### src/rtl/dbic_pkg.sv
package dbic_pkg;
  localparam int BUS_W  = 32;
  localparam int ADDR_W = 8;
  localparam int LO_W   = 32;

  localparam logic [ADDR_W-1:0] OFS_IRQ0  = 8'h00;
  localparam logic [ADDR_W-1:0] OFS_EN0   = 8'h04;
  localparam logic [ADDR_W-1:0] OFS_RT0   = 8'h08;
  localparam logic [ADDR_W-1:0] OFS_FIQ0  = 8'h0C;
  localparam logic [ADDR_W-1:0] OFS_PND0  = 8'h10;
  localparam logic [ADDR_W-1:0] OFS_CTRL  = 8'h14;
  localparam logic [ADDR_W-1:0] OFS_HP    = 8'h18;
  localparam logic [ADDR_W-1:0] OFS_IRQ1  = 8'h9C;
  localparam logic [ADDR_W-1:0] OFS_EN1   = 8'hA0;
  localparam logic [ADDR_W-1:0] OFS_RT1   = 8'hA4;
  localparam logic [ADDR_W-1:0] OFS_FIQ1  = 8'hA8;
  localparam logic [ADDR_W-1:0] OFS_PND1  = 8'hAC;

  typedef enum logic [3:0] {
    SEL_NONE, SEL_IRQ0, SEL_EN0, SEL_RT0, SEL_FIQ0, SEL_PND0, SEL_CTRL, SEL_HP,
    SEL_IRQ1, SEL_EN1, SEL_RT1, SEL_FIQ1, SEL_PND1
  } rd_sel_e;
endpackage

### src/rtl/dbic_decode.sv
module dbic_decode
  import dbic_pkg::*;
(
  input  logic [ADDR_W-1:0] addr_i,
  input  logic              wr_en_i,
  output rd_sel_e           sel_o,
  output logic [1:0]        en_we_o,
  output logic [1:0]        rt_we_o,
  output logic              ctrl_we_o
);
  always_comb begin
    case (addr_i)
      OFS_IRQ0: sel_o = SEL_IRQ0;
      OFS_EN0:  sel_o = SEL_EN0;
      OFS_RT0:  sel_o = SEL_RT0;
      OFS_FIQ0: sel_o = SEL_FIQ0;
      OFS_PND0: sel_o = SEL_PND0;
      OFS_CTRL: sel_o = SEL_CTRL;
      OFS_HP:   sel_o = SEL_HP;
      OFS_IRQ1: sel_o = SEL_IRQ1;
      OFS_EN1:  sel_o = SEL_EN1;
      OFS_RT1:  sel_o = SEL_RT1;
      OFS_FIQ1: sel_o = SEL_FIQ1;
      OFS_PND1: sel_o = SEL_PND1;
      default:  sel_o = SEL_NONE;
    endcase
  end

  // only the writable registers get a strobe; everything else drops the write
  assign en_we_o[0] = wr_en_i && (sel_o == SEL_EN0);
  assign en_we_o[1] = wr_en_i && (sel_o == SEL_EN1);
  assign rt_we_o[0] = wr_en_i && (sel_o == SEL_RT0);
  assign rt_we_o[1] = wr_en_i && (sel_o == SEL_RT1);
  assign ctrl_we_o  = wr_en_i && (sel_o == SEL_CTRL);

  always_comb begin
    assert_single_strobe_R11: assert ($onehot0({en_we_o, rt_we_o, ctrl_we_o}));
  end
endmodule

### src/rtl/dbic_bank.sv
module dbic_bank #(
  parameter int W = 32
) (
  input  logic         clk_i,
  input  logic         rst_ni,
  input  logic [W-1:0] src_i,
  input  logic         en_we_i,
  input  logic         rt_we_i,
  input  logic [W-1:0] wdata_i,
  input  logic         wake_all_i,
  output logic [W-1:0] pend_o,
  output logic [W-1:0] en_o,
  output logic [W-1:0] rt_o,
  output logic [W-1:0] irq_view_o,
  output logic [W-1:0] fiq_view_o,
  output logic         irq_any_o,
  output logic         fiq_any_o,
  output logic         wake_any_o
);
  logic [W-1:0] pend_q, en_q, rt_q;
  logic         live_q;

  always_ff @(posedge clk_i or negedge rst_ni) begin
    if (!rst_ni) begin
      pend_q <= '0;
      en_q   <= '0;
      rt_q   <= '0;
      live_q <= 1'b0;
    end else begin
      pend_q <= src_i;
      live_q <= 1'b1;
      if (en_we_i) en_q <= wdata_i;
      if (rt_we_i) rt_q <= wdata_i;
    end
  end

  logic [W-1:0] active;
  assign active     = pend_q & en_q;
  assign irq_view_o = active & ~rt_q;
  assign fiq_view_o = active & rt_q;
  assign irq_any_o  = |irq_view_o;
  assign fiq_any_o  = |fiq_view_o;
  assign wake_any_o = |(pend_q & (en_q | {W{wake_all_i}}));

  assign pend_o = pend_q;
  assign en_o   = en_q;
  assign rt_o   = rt_q;

  assert_pend_tracks_R1: assert property (@(posedge clk_i) disable iff (!rst_ni)
    live_q |-> (pend_q == $past(src_i)));
  assert_en_write_R5: assert property (@(posedge clk_i) disable iff (!rst_ni)
    en_we_i |=> (en_q == $past(wdata_i)));
  assert_rt_write_R5: assert property (@(posedge clk_i) disable iff (!rst_ni)
    rt_we_i |=> (rt_q == $past(wdata_i)));
  assert_views_disjoint_R6: assert property (@(posedge clk_i) disable iff (!rst_ni)
    (irq_view_o & fiq_view_o) == '0);
endmodule

### src/rtl/dbic_top.sv
module dbic_top
  import dbic_pkg::*;
#(
  parameter int NUM_SRC = 40
) (
  input  logic               clk_i,
  input  logic               rst_ni,
  input  logic [NUM_SRC-1:0] src_i,
  input  logic [ADDR_W-1:0]  addr_i,
  input  logic               wr_en_i,
  input  logic [BUS_W-1:0]   wdata_i,
  output logic [BUS_W-1:0]   rdata_o,
  input  logic [BUS_W-1:0]   hp_data_i,
  input  logic               core_halted_i,
  output logic               fiq_o,
  output logic               irq_o,
  output logic               wake_o
);
  localparam int HI_W = NUM_SRC - LO_W;

  rd_sel_e    sel;
  logic [1:0] en_we, rt_we;
  logic       ctrl_we;
  logic       only_en_q;

  dbic_decode u_decode (
    .addr_i   (addr_i),
    .wr_en_i  (wr_en_i),
    .sel_o    (sel),
    .en_we_o  (en_we),
    .rt_we_o  (rt_we),
    .ctrl_we_o(ctrl_we)
  );

  always_ff @(posedge clk_i or negedge rst_ni) begin
    if (!rst_ni)      only_en_q <= 1'b0;
    else if (ctrl_we) only_en_q <= wdata_i[0];
  end

  logic [LO_W-1:0] pnd0, en0, rt0, iv0, fv0;
  logic [HI_W-1:0] pnd1, en1, rt1, iv1, fv1;
  logic [1:0]      irq_any, fiq_any, wake_any;

  dbic_bank #(.W(LO_W)) u_bank_lo (
    .clk_i(clk_i), .rst_ni(rst_ni), .src_i(src_i[LO_W-1:0]),
    .en_we_i(en_we[0]), .rt_we_i(rt_we[0]), .wdata_i(wdata_i[LO_W-1:0]),
    .wake_all_i(~only_en_q),
    .pend_o(pnd0), .en_o(en0), .rt_o(rt0), .irq_view_o(iv0), .fiq_view_o(fv0),
    .irq_any_o(irq_any[0]), .fiq_any_o(fiq_any[0]), .wake_any_o(wake_any[0])
  );

  dbic_bank #(.W(HI_W)) u_bank_hi (
    .clk_i(clk_i), .rst_ni(rst_ni), .src_i(src_i[NUM_SRC-1:LO_W]),
    .en_we_i(en_we[1]), .rt_we_i(rt_we[1]), .wdata_i(wdata_i[HI_W-1:0]),
    .wake_all_i(~only_en_q),
    .pend_o(pnd1), .en_o(en1), .rt_o(rt1), .irq_view_o(iv1), .fiq_view_o(fv1),
    .irq_any_o(irq_any[1]), .fiq_any_o(fiq_any[1]), .wake_any_o(wake_any[1])
  );

  assign fiq_o  = |fiq_any;
  assign irq_o  = |irq_any;
  assign wake_o = core_halted_i && (|wake_any);

  logic [BUS_W-1:0] hi_word;
  always_comb begin
    hi_word = '0;
    case (sel)
      SEL_IRQ1: hi_word[HI_W-1:0] = iv1;
      SEL_EN1:  hi_word[HI_W-1:0] = en1;
      SEL_RT1:  hi_word[HI_W-1:0] = rt1;
      SEL_FIQ1: hi_word[HI_W-1:0] = fv1;
      SEL_PND1: hi_word[HI_W-1:0] = pnd1;
      default:  hi_word = '0;
    endcase
  end

  always_comb begin
    case (sel)
      SEL_IRQ0: rdata_o = iv0;
      SEL_EN0:  rdata_o = en0;
      SEL_RT0:  rdata_o = rt0;
      SEL_FIQ0: rdata_o = fv0;
      SEL_PND0: rdata_o = pnd0;
      SEL_CTRL: rdata_o = {{(BUS_W-1){1'b0}}, only_en_q};
      SEL_HP:   rdata_o = hp_data_i;
      SEL_IRQ1, SEL_EN1, SEL_RT1, SEL_FIQ1, SEL_PND1: rdata_o = hi_word;
      default:  rdata_o = '0;
    endcase
  end

  assert_fiq_needs_active_R6: assert property (@(posedge clk_i) disable iff (!rst_ni)
    fiq_o |-> ((|(pnd0 & en0 & rt0)) || (|(pnd1 & en1 & rt1))));
  assert_irq_needs_active_R7: assert property (@(posedge clk_i) disable iff (!rst_ni)
    irq_o |-> ((|(pnd0 & en0)) || (|(pnd1 & en1))));
  assert_wake_needs_halt_R9: assert property (@(posedge clk_i) disable iff (!rst_ni)
    !core_halted_i |-> !wake_o);
  assert_ro_write_ignored_R11: assert property (@(posedge clk_i) disable iff (!rst_ni)
    (wr_en_i && !(sel inside {SEL_EN0, SEL_EN1, SEL_RT0, SEL_RT1, SEL_CTRL}))
    |=> $stable({en0, en1, rt0, rt1, only_en_q}));
  assert_ctrl_write_R8: assert property (@(posedge clk_i) disable iff (!rst_ni)
    (wr_en_i && addr_i == OFS_CTRL) |=> (only_en_q == $past(wdata_i[0])));
endmodule

### config.mk
export PLATFORM = sky130hd
export DESIGN_NAME = dbic_top
export DESIGN_NICKNAME = d
export VERILOG_FILES = /design/src/rtl/dbic_pkg.sv /design/src/rtl/dbic_decode.sv /design/src/rtl/dbic_bank.sv /design/src/rtl/dbic_top.sv
export SDC_FILE = /design/constraint.sdc
export NUM_CORES = 1
export LEC_CHECK = 0
export BUFFER_PORTS_ARGS = -buffer_cell sky130_fd_sc_hd__buf_2
export CAP_MARGIN = 20
export CELL_PAD_IN_SITES_DETAIL_PLACEMENT = 1
export CELL_PAD_IN_SITES_GLOBAL_PLACEMENT = 2
export CORE_UTILIZATION = 32
export CTS_BUF_LIST = sky130_fd_sc_hd__clkbuf_4 sky130_fd_sc_hd__clkbuf_8
export CTS_CLUSTER_SIZE = 14
export DETAILED_ROUTE_END_ITERATION = 16
export PLACE_DENSITY_LB_ADDON = 0.1
export SKIP_CTS_REPAIR_TIMING = 1
export SLEW_MARGIN = 10
export SYNTH_ARGS = -nofsm -noshare
export SYNTH_HDL_FRONTEND = slang
export SYNTH_SLANG_ARGS = --single-unit
### constraint.sdc
create_clock -name clk_i -period 2.2 [get_ports clk_i]
set_input_delay 0.44 -clock clk_i [delete_from_list [all_inputs] [get_ports clk_i]]
set_output_delay 0.44 -clock clk_i [all_outputs]
set_load 0.005 [all_outputs]
==> results_dict.tcl, run 1 <==
set metrics [dict create \
    status "complete, but fails checks" \
    violations "negative setup slack" \
    start_util_pct 32.6 \
    skew_ps 0 \
    slew_violations 0 \
    period_minus_slack_ps 2710 \
    cts.path.max_buffers 2 \
    cts.htree.levels 4 \
    p_sw_mw 1.74 \
    power_density_nw_per_um2 529 \
    ff2ff_path_depth 2 \
    cp-startpoint "u_bank_lo.pend_o[2]" \
    dp_hpwl_um 26800 \
    cts_made_buffers 17 \
    yosys_register_bits 121 \
    coreArea_um2 21000 \
    seq_area_um2 3040 \
    crit_end "wake_o" \
    cts_tree "yes" \
    numPortBuffers 150 \
    synth-edff-count 0 \
    cap_violations 0 \
    wl_per_cell_um 26.8 \
    firstDrtPassIters 6 \
    nFillCells 2354 \
    clockRootBuffer "clkbuf_8" \
    crit_fanout 2 \
    critPathMaxStageDelay_ps 540 \
    die_w_um 148 \
    drive_gt1_share_pct 55.8 \
    num_rows 53 \
    timing.rr.end "only_en_q" \
    crit_type "reg -> out" \
    synth.distinct_cells 65 \
    path_cells "or4_4, o41ai_2, buf_4, nand4_1, o31a_1, buf_2" \
    final_nets 1115 \
    finalSetupTns_ps -10640 \
    fin_ws_ps -507 \
    grt_max_degree 46 \
    critical_path.endpoint_type "output pin" \
    clkPwrFrac_pct 39.7 \
    multi_input_area_um2 4260 \
    synth_cells 681 \
    critPathRequiredTime_ps 1760 \
    netlist_area_um2 6830 \
    cts_sinks 121 \
    antenna_found_initial 0 \
    clkTransAtPathRegs_ps 100 \
    crit_slowest_cell "or4_4" \
    synthFlopType "dfrtp_1" \
    first_global_vias 7783 \
    routed_wl_um 34400 \
    max_slew.worst_pin.slew_ps 504 \
    yosys_warnings 0 \
    io_pins 151 \
    grt_pass1_wl_um 49500 \
    setup_viol 35 \
    hold_violations 0 \
    postSynth.asyncResetShare_pct 100 \
    power_frac_comb_pct 15.8 \
    seq_power_share_pct 44.4 \
    layout_worst_path_cycle_share_pct 123 \
    r2r_slack_ps 1160 \
    drt-initial-drc-count 464 \
    relSlewSlack_pct 66.4 \
    vdd.ir_drop.worst_v 0.000299 \
    fmax_mhz 369 \
    syn2layout_area_growth_pct 54.0 \
    arrival_ps 2270 \
    rsz0062_at_grt "yes" \
    num_vias 7401 \
    seq_area_frac_synth_pct 44.4 \
    final_antenna_net_count 0 \
    p_sw_share_pct 31.3 \
    drc_errors 0 \
    die-area_um2 21900 \
    vias_per_cell 5.75 \
    leakage_nw 4.74 \
    r2r_start "only_en_q" \
    syn_nets 797 \
    place_congestion 0.952 \
    fp.dieH_um 148 \
    clkLatencyLatePin_ps 440 \
    synth.avg_cell_area_um2 10.0 \
    critPathLaunchType "flip-flop" \
    finalPower_mw 5.56 \
    globalRouteTotalUtil_pct 31.4 \
    holdCritPathClass "in -> reg" \
    overflow 0 \
    power.internal_mw 3.81 \
    antennaDiodeCount 0 \
]
## worst min path at each step
stage              start                   end  slack [ps]  depth (start not counted)
3_5_place_dp      rst_ni   u_bank_hi.pend_o[7]         430                          1
4_1_cts           rst_ni   u_bank_hi.pend_o[7]         -70                          1
3_3_place_gp      rst_ni   u_bank_hi.pend_o[7]         430                          1
6_report       src_i[25]  u_bank_lo.pend_o[25]          80                          1
5_1_grt        src_i[20]  u_bank_lo.pend_o[20]          60                          1
2_1_floorplan     rst_ni             only_en_q         140                          0
## critical path, delay by kind of cell, from the launching register on
family	cells	cell delay, ps
AND/OR/NAND/NOR	2	620
AO/OA/AOI/OAI	2	480
flip-flops	1	420
buffers and inverters	2	310
## final cells by class
class | instances | area share (%)
Clock inverter | 15 | 1.70
Timing Repair Buffer | 335 | 23.2
Sequential cell | 121 | 28.9
Tap cell | 275 | 3.27
Clock buffer | 17 | 2.23
Inverter | 6 | 0.214
Multi-Input combinational cell | 518 | 40.5
## cells by family (layout without fill, tap and decap cells)
kind of cell	Yosys count	in the layout	synth area share (%)
and+or+nand+nor	240	240	19.0
buffers and inverters	42	373	2.75
xor gates and xnor gates	1	1	0.128
AOI/OAI and AO/OA	193	193	19.9
DFF	121	121	44.4
muxes	84	84	13.8
## cells in the mapped netlist (4+ instances only)
cell type    n  area share (%)
nor3_1      18             1.3
clkbuf_1    16            0.88
a32o_1       5            0.73
nand2b_1    15             1.4
o211ai_1    12             1.3
o22ai_1     20             1.8
nand4_1     19             1.7
nor4_1      13             1.2
nand2_1     60             3.3
a21oi_1      7            0.51
inv_1        6            0.33
nand3_1     48             3.5
o2bb2ai_1    8             1.0
or4_1        4            0.44
a31oi_1      4            0.37
dfrtp_1    121              44
a22oi_1     32             3.5
nor3b_1      9            0.99
nor2_1      25             1.4
and3_1       5            0.46
a221o_1      8             1.2
a31o_2       8             1.0
a32oi_1      6            0.77
mux2_2      82              14
buf_2       18             1.3
o21ai_0     57             4.2
## cell usage in the layout, fill, tap and decap left out, types with 10 or more instances in the layout
master,count
buf_4,154
buf_2,141
dfrtp_1,115
mux2_2,81
nand2_1,54
nand3_1,42
o21ai_0,34
a22oi_1,22
buf_6,22
nor2_1,21
nand4_1,19
o22ai_1,17
clkbuf_8,17
nand2b_1,14
o211ai_1,12
nor3_2,11
a22oi_2,10
o21ai_2,10
o21ai_1,10
buf_12,10
## flip-flops by register name (all words and copies together) (netlist names)
name              count
u_bank_hi.en_o        8
u_bank_hi.pend_o      8
u_bank_lo.pend_o     32
u_bank_lo.rt_o       32
u_bank_hi.rt_o        8
u_bank_lo.en_o       32
only_en_q             1
## through the flow
| step | util (%) | cell area (um^2) | hold slack (ps) | cells | setup slack [ps] |
|---|---|---|---|---|---|
| detailed placement | 43.5 | 9110 | 433 | 1237 | -362 |
| floorplan | - | 6850 | 144 | 681 | -123 |
| global route | 50.1 | 10500 | 55.2 | 1287 | -585 |
| CTS | 45.5 | 9520 | -67.5 | 1269 | -736 |
| finish | 50.1 | 10500 | 79.6 | 1287 | -507 |
| global placement | 43.5 | 9110 | 427 | 1237 | -370 |
## power groups by stage
stage	Combinational, mW	Sequential [mW]	Clock, mW
after floorplan	0.252	2.47	0
after global placement	0.755	2.49	0
after detailed placement	0.775	2.50	0
after CTS	0.778	2.45	2.27
after global routing	0.931	2.48	2.35
final	0.879	2.47	2.21
## per-layer routing
metal  share of wire (%)  wire length (um)  up-vias  track usage [%]
li1                    -                 -     3285                -
met5                   0                 0        -                0
met4                 3.4              1180        0             11.5
met1                  43             14800     3766             42.0
met3                 6.5              2250       57             4.26
met2                  47             16200      293             51.6
(Power assumes the default switching activity.)
==> run 2: changes to the inputs <==
--- a/config.mk
+++ b/config.mk
@@ -9,6 +9,7 @@
 export CAP_MARGIN = 20
 export CELL_PAD_IN_SITES_DETAIL_PLACEMENT = 1
 export CELL_PAD_IN_SITES_GLOBAL_PLACEMENT = 2
+export CORE_MARGIN = 2
 export CORE_UTILIZATION = 32
 export CTS_BUF_LIST = sky130_fd_sc_hd__clkbuf_4 sky130_fd_sc_hd__clkbuf_8
 export CTS_CLUSTER_SIZE = 14
==> results_dict.tcl, run 2 (synthesis results as in run 1) <==
set metrics [dict create \
    status "complete, but fails checks" \
    violations "negative setup slack" \
    syn2layout_area_growth_pct 57.1 \
    vias_per_cell 5.79 \
    vdd.ir_drop.worst_v 0.000374 \
    fp.dieH_um 150 \
    critPathLaunchType "flip-flop" \
    coreArea_um2 21000 \
    clkLatencyLatePin_ps 450 \
    crit_fanout 2 \
    final_common_cell "buf_4" \
    r2r_start "only_en_q" \
    antennaDiodeCount 0 \
    skew_ps 0 \
    arrival_ps 2350 \
    drt-initial-drc-count 539 \
    relSlewSlack_pct 50.7 \
    timing.rr.end "only_en_q" \
    period_minus_slack_ps 2790 \
    holdCritPathClass "in -> async" \
    cts_sinks 121 \
    wl_per_cell_um 27.1 \
    rsz0062_at_grt "yes" \
    die-area_um2 22500 \
    clockRootBuffer "clkbuf_8" \
    slew_violations 0 \
    start_util_pct 32.6 \
    final_cell_mix "154 x buf_4, 142 x buf_2, 115 x dfrtp_1" \
    r2r_slack_ps 1180 \
    fin_ws_ps -595 \
    power_density_nw_per_um2 518 \
    num_rows 53 \
    hold_violations 0 \
    first_global_vias 7706 \
    fmax_mhz 358 \
    critPathRequiredTime_ps 1760 \
    grt_max_degree 122 \
    clkTransAtPathRegs_ps 80 \
    cts.htree.levels 4 \
    dp_hpwl_um 26600 \
    setup_viol 35 \
    max_slew.worst_pin.slew_ps 740 \
    drc_errors 0 \
    ff2ff_path_depth 2 \
    num_vias 7502 \
    hold_ws_ps 52.2 \
    nFillCells 2378 \
    overflow 0 \
    leakage_nw 4.88 \
    layout_worst_path_cycle_share_pct 127 \
    critical_path.endpoint_type "output pin" \
    final_nets 1124 \
    crit_type "reg -> out" \
    grt_pass1_wl_um 49200 \
    die_w_um 150 \
    drive_gt1_share_pct 56.7 \
    place_congestion 0.943 \
    final_antenna_net_count 0 \
    antenna_found_initial 0 \
    firstDrtPassIters 5 \
    io_pins 151 \
    cts.path.max_buffers 2 \
    finalSetupTns_ps -8410 \
    multi_input_area_um2 4320 \
    numPortBuffers 150 \
    routed_wl_um 35200 \
    globalRouteTotalUtil_pct 30.2 \
    cap_violations 0 \
    seq_area_um2 3040 \
    cts_made_buffers 17 \
    cts_tree "yes" \
]
-- run 2: cell count changes in the layout (fill, tap and decap cells not counted), sizes merged --
cell	change
inv	-4
clkinvlp	+1
clkinv	+2
dlygate4sd3	-1
buf	+10
clkbuf	+1
-- run 2: worst max-delay path, stage by stage (launching register included) --
cell and delay, ps:
dfrtp_2 470, nand2_1 110, buf_4 150, nand4_1 120, nor4_1 370, buf_4 170
nand4_1 100, o31a_1 260, buf_2 130
-- run 2: power breakdown --
part	leakage [nW]	switching (mW)	total [mW]	internal [mW]
logic	3.10	0.469	0.919	0.450
clock network	0.200	1.12	2.17	1.05
registers	1.58	0.135	2.47	2.33
total	4.88	1.72	5.55	3.83
-- run 2: cell type report --
class                           instances  share of cell area, %
Tap cell                              275                   3.21
Multi-Input combinational cell        518                   40.3
Timing Repair Buffer                  344                   24.2
Clock buffer                           18                   2.25
Clock inverter                         14                   1.51
Sequential cell                       121                   28.3
Inverter                                6                  0.210
-- run 2: how the worst max path moves through the flow --
| stage | startpoint | endpoint | slack (ps) | cells past startpoint |
|---|---|---|---|---|
| floorplan | addr_i[3] | rdata_o[2] | -120 | 7 |
| global placement | addr_i[2] | rdata_o[6] | -410 | 8 |
| detailed placement | addr_i[0] | rdata_o[22] | -430 | 8 |
| CTS | u_bank_hi.pend_o[7] | irq_o | -760 | 6 |
| global route | u_bank_lo.pend_o[2] | wake_o | -610 | 6 |
| finish | u_bank_hi.pend_o[3] | wake_o | -590 | 8 |
-- run 2: metrics by stage --
stage	area (um^2)	util (%)	power (mW)	worst slack (ps)	instances
global placement	9180	43.8	3.26	-406	1243
global route	10700	51.2	5.76	-609	1296
CTS	9580	45.7	5.46	-763	1275
detailed placement	9180	43.8	3.28	-428	1243
floorplan	6850	-	2.73	-123	681
finish	10700	51.2	5.55	-595	1296
-- run 2: layer usage --
layer  part of all wire (%)  track usage, %  wire length (um)  vias up
met5                      0               0                 0        -
met4                    2.9            11.1              1030        0
met3                    6.6            5.58              2300       50
met2                     47            48.2             16700      327
met1                     43            41.0             15200     3817
li1                       -               -                 -     3308
==> run 3: changes to the inputs <==
--- a/config.mk
+++ b/config.mk
@@ -7,14 +7,11 @@
 export LEC_CHECK = 0
 export BUFFER_PORTS_ARGS = -buffer_cell sky130_fd_sc_hd__buf_2
 export CAP_MARGIN = 20
-export CELL_PAD_IN_SITES_DETAIL_PLACEMENT = 1
-export CELL_PAD_IN_SITES_GLOBAL_PLACEMENT = 2
 export CORE_MARGIN = 2
-export CORE_UTILIZATION = 32
+export CORE_UTILIZATION = 35
 export CTS_BUF_LIST = sky130_fd_sc_hd__clkbuf_4 sky130_fd_sc_hd__clkbuf_8
 export CTS_CLUSTER_SIZE = 14
 export DETAILED_ROUTE_END_ITERATION = 16
-export PLACE_DENSITY_LB_ADDON = 0.1
 export SKIP_CTS_REPAIR_TIMING = 1
 export SLEW_MARGIN = 10
 export SYNTH_ARGS = -nofsm -noshare
==> results_dict.tcl, run 3 (synthesis results as in run 1) <==
set metrics [dict create \
    status "complete, but fails checks" \
    violations "negative setup slack" \
    max_slew.worst_pin.slew_ps 673 \
    final_common_cell "buf_2" \
    vias_per_cell 5.94 \
    post-place-ws_ps -377 \
    rsz0062_at_grt "yes" \
    final_antenna_net_count 0 \
    critPathRequiredTime_ps 1760 \
    seq_power_share_pct 45.5 \
    critPathLaunchType "flip-flop" \
    num_rows 51 \
    crit_fanout 2 \
    leakage_nw 4.64 \
    syn2layout_area_growth_pct 49.7 \
    power_density_nw_per_um2 536 \
    path_cells "or4_1, o41ai_2, buf_4, nand4_1, o31a_1, buf_2" \
    cap_violations 0 \
    hold_depth 1 \
    final_cells 1253 \
    fp.dieH_um 144 \
    fin_ws_ps -636 \
    die_w_um 144 \
    clkLatencyLatePin_ps 470 \
    crit_slowest_cell "or4_1" \
    firstDrtPassIters 6 \
    layout_worst_path_cycle_share_pct 129 \
    coreArea_um2 19300 \
    place_congestion 1.01 \
    power_frac_comb_pct 14.6 \
    setup_viol 35 \
    first_global_vias 7036 \
    grt_max_degree 122 \
    finalPower_mw 5.47 \
    final_nets 1091 \
    cts_sinks 121 \
    overflow 0 \
    drive_gt1_share_pct 52.9 \
    die-area_um2 20600 \
    clockRootBuffer "clkbuf_8" \
    cts_made_buffers 17 \
    final_cell_mix "142 x buf_2, 133 x buf_4, 118 x dfrtp_1" \
    p_sw_mw 1.57 \
    arrival_ps 2400 \
    hold_ws_ps 59.2 \
    antennaDiodeCount 0 \
    num_vias 7448 \
    clkTransAtPathRegs_ps 90 \
    period_minus_slack_ps 2840 \
    dp_cells 1202 \
    cts_tree "yes" \
    fmax_mhz 353 \
    holdCritPathClass "in -> reg" \
    routed_wl_um 29300 \
    cts.htree.levels 4 \
    numPortBuffers 150 \
    drt-initial-drc-count 897 \
    vdd.ir_drop.worst_v 0.000367 \
    ff2ff_path_depth 2 \
    crit_type "reg -> out" \
    grt_pass1_wl_um 42100 \
    critical_path.endpoint_type "output pin" \
    critPathMaxStageDelay_ps 550 \
    drc_errors 0 \
    power.internal_mw 3.90 \
    slew_violations 0 \
    p_sw_share_pct 28.7 \
    antenna_found_initial 0 \
    globalRouteTotalUtil_pct 27.7 \
    skew_ps 0 \
    io_pins 151 \
    relSlewSlack_pct 55.1 \
    clkPwrFrac_pct 40.0 \
    cts.path.max_buffers 2 \
    wl_per_cell_um 23.4 \
    start_util_pct 35.4 \
    dp_hpwl_um 21600 \
    hold_violations 0 \
]
==> run 3: cell types whose count changed in the layout (fill, tap and decap cells not counted), sizes merged <==
cell and delta:
inv -3, bufinv +1, clkinvlp +1, nand2b +1
buf -33
==> run 3: layer usage <==
metal	wire (um)	GRT usage, %
met5	0	0
met2	13400	43.0
met3	2860	4.47
met4	1110	10.7
met1	11900	38.7
==> run 3: final cells by class <==
cell class / instances / area [um^2]
clock buffers: 19 / 255
clock inverters: 13 / 166
fillers: 1778 / 9050
inverters: 6 / 22.5
multi-input cells: 519 / 4150
flip-flops and latches: 121 / 3030
well taps: 265 / 332
repair buffers: 310 / 2260
==> run 3: power by group through the flow <==
| stage | Clock, mW | Sequential, mW | Combinational, mW |
|---|---|---|---|
| after floorplan | 0 | 2.47 | 0.252 |
| after global placement | 0 | 2.51 | 0.701 |
| after detailed placement | 0 | 2.51 | 0.706 |
| after CTS | 2.23 | 2.47 | 0.710 |
| after global routing | 2.31 | 2.50 | 0.847 |
| final | 2.19 | 2.49 | 0.797 |
==> run 3: worst max-delay path, delay by kind of cell (launching register included) <==
kind                   cells  cell delay [ps]
AO/OA/AOI/OAI              2              520
buffers and inverters      2              290
flip-flops                 1              430
AND/OR/NAND/NOR            2              690
==> run 3: path summary, 6_finish.rpt <==
path / start / to / slack [ps]
min in group asynchronous: rst_ni / u_bank_lo.pend_o[5] / 70
setup reg to reg: only_en_q / only_en_q / 1150
max in group asynchronous: rst_ni / u_bank_hi.pend_o[6] / 1610
setup / recovery: u_bank_lo.pend_o[2] / wake_o / -640
hold reg to reg: u_bank_lo.en_o[6] / u_bank_lo.en_o[6] / 570
hold / removal: src_i[39] / u_bank_hi.pend_o[7] / 60
==> run 3: per-stage QoR <==
step                area (um^2)  utilization [%]  setup TNS [ps]
floorplan                  6850                -            -530
global placement           9010             46.8          -18630
detailed placement         9010             46.8          -20400
CTS                        9430             48.9          -11970
global route              10200             53.0          -10450
finish                    10200             53.0           -8840
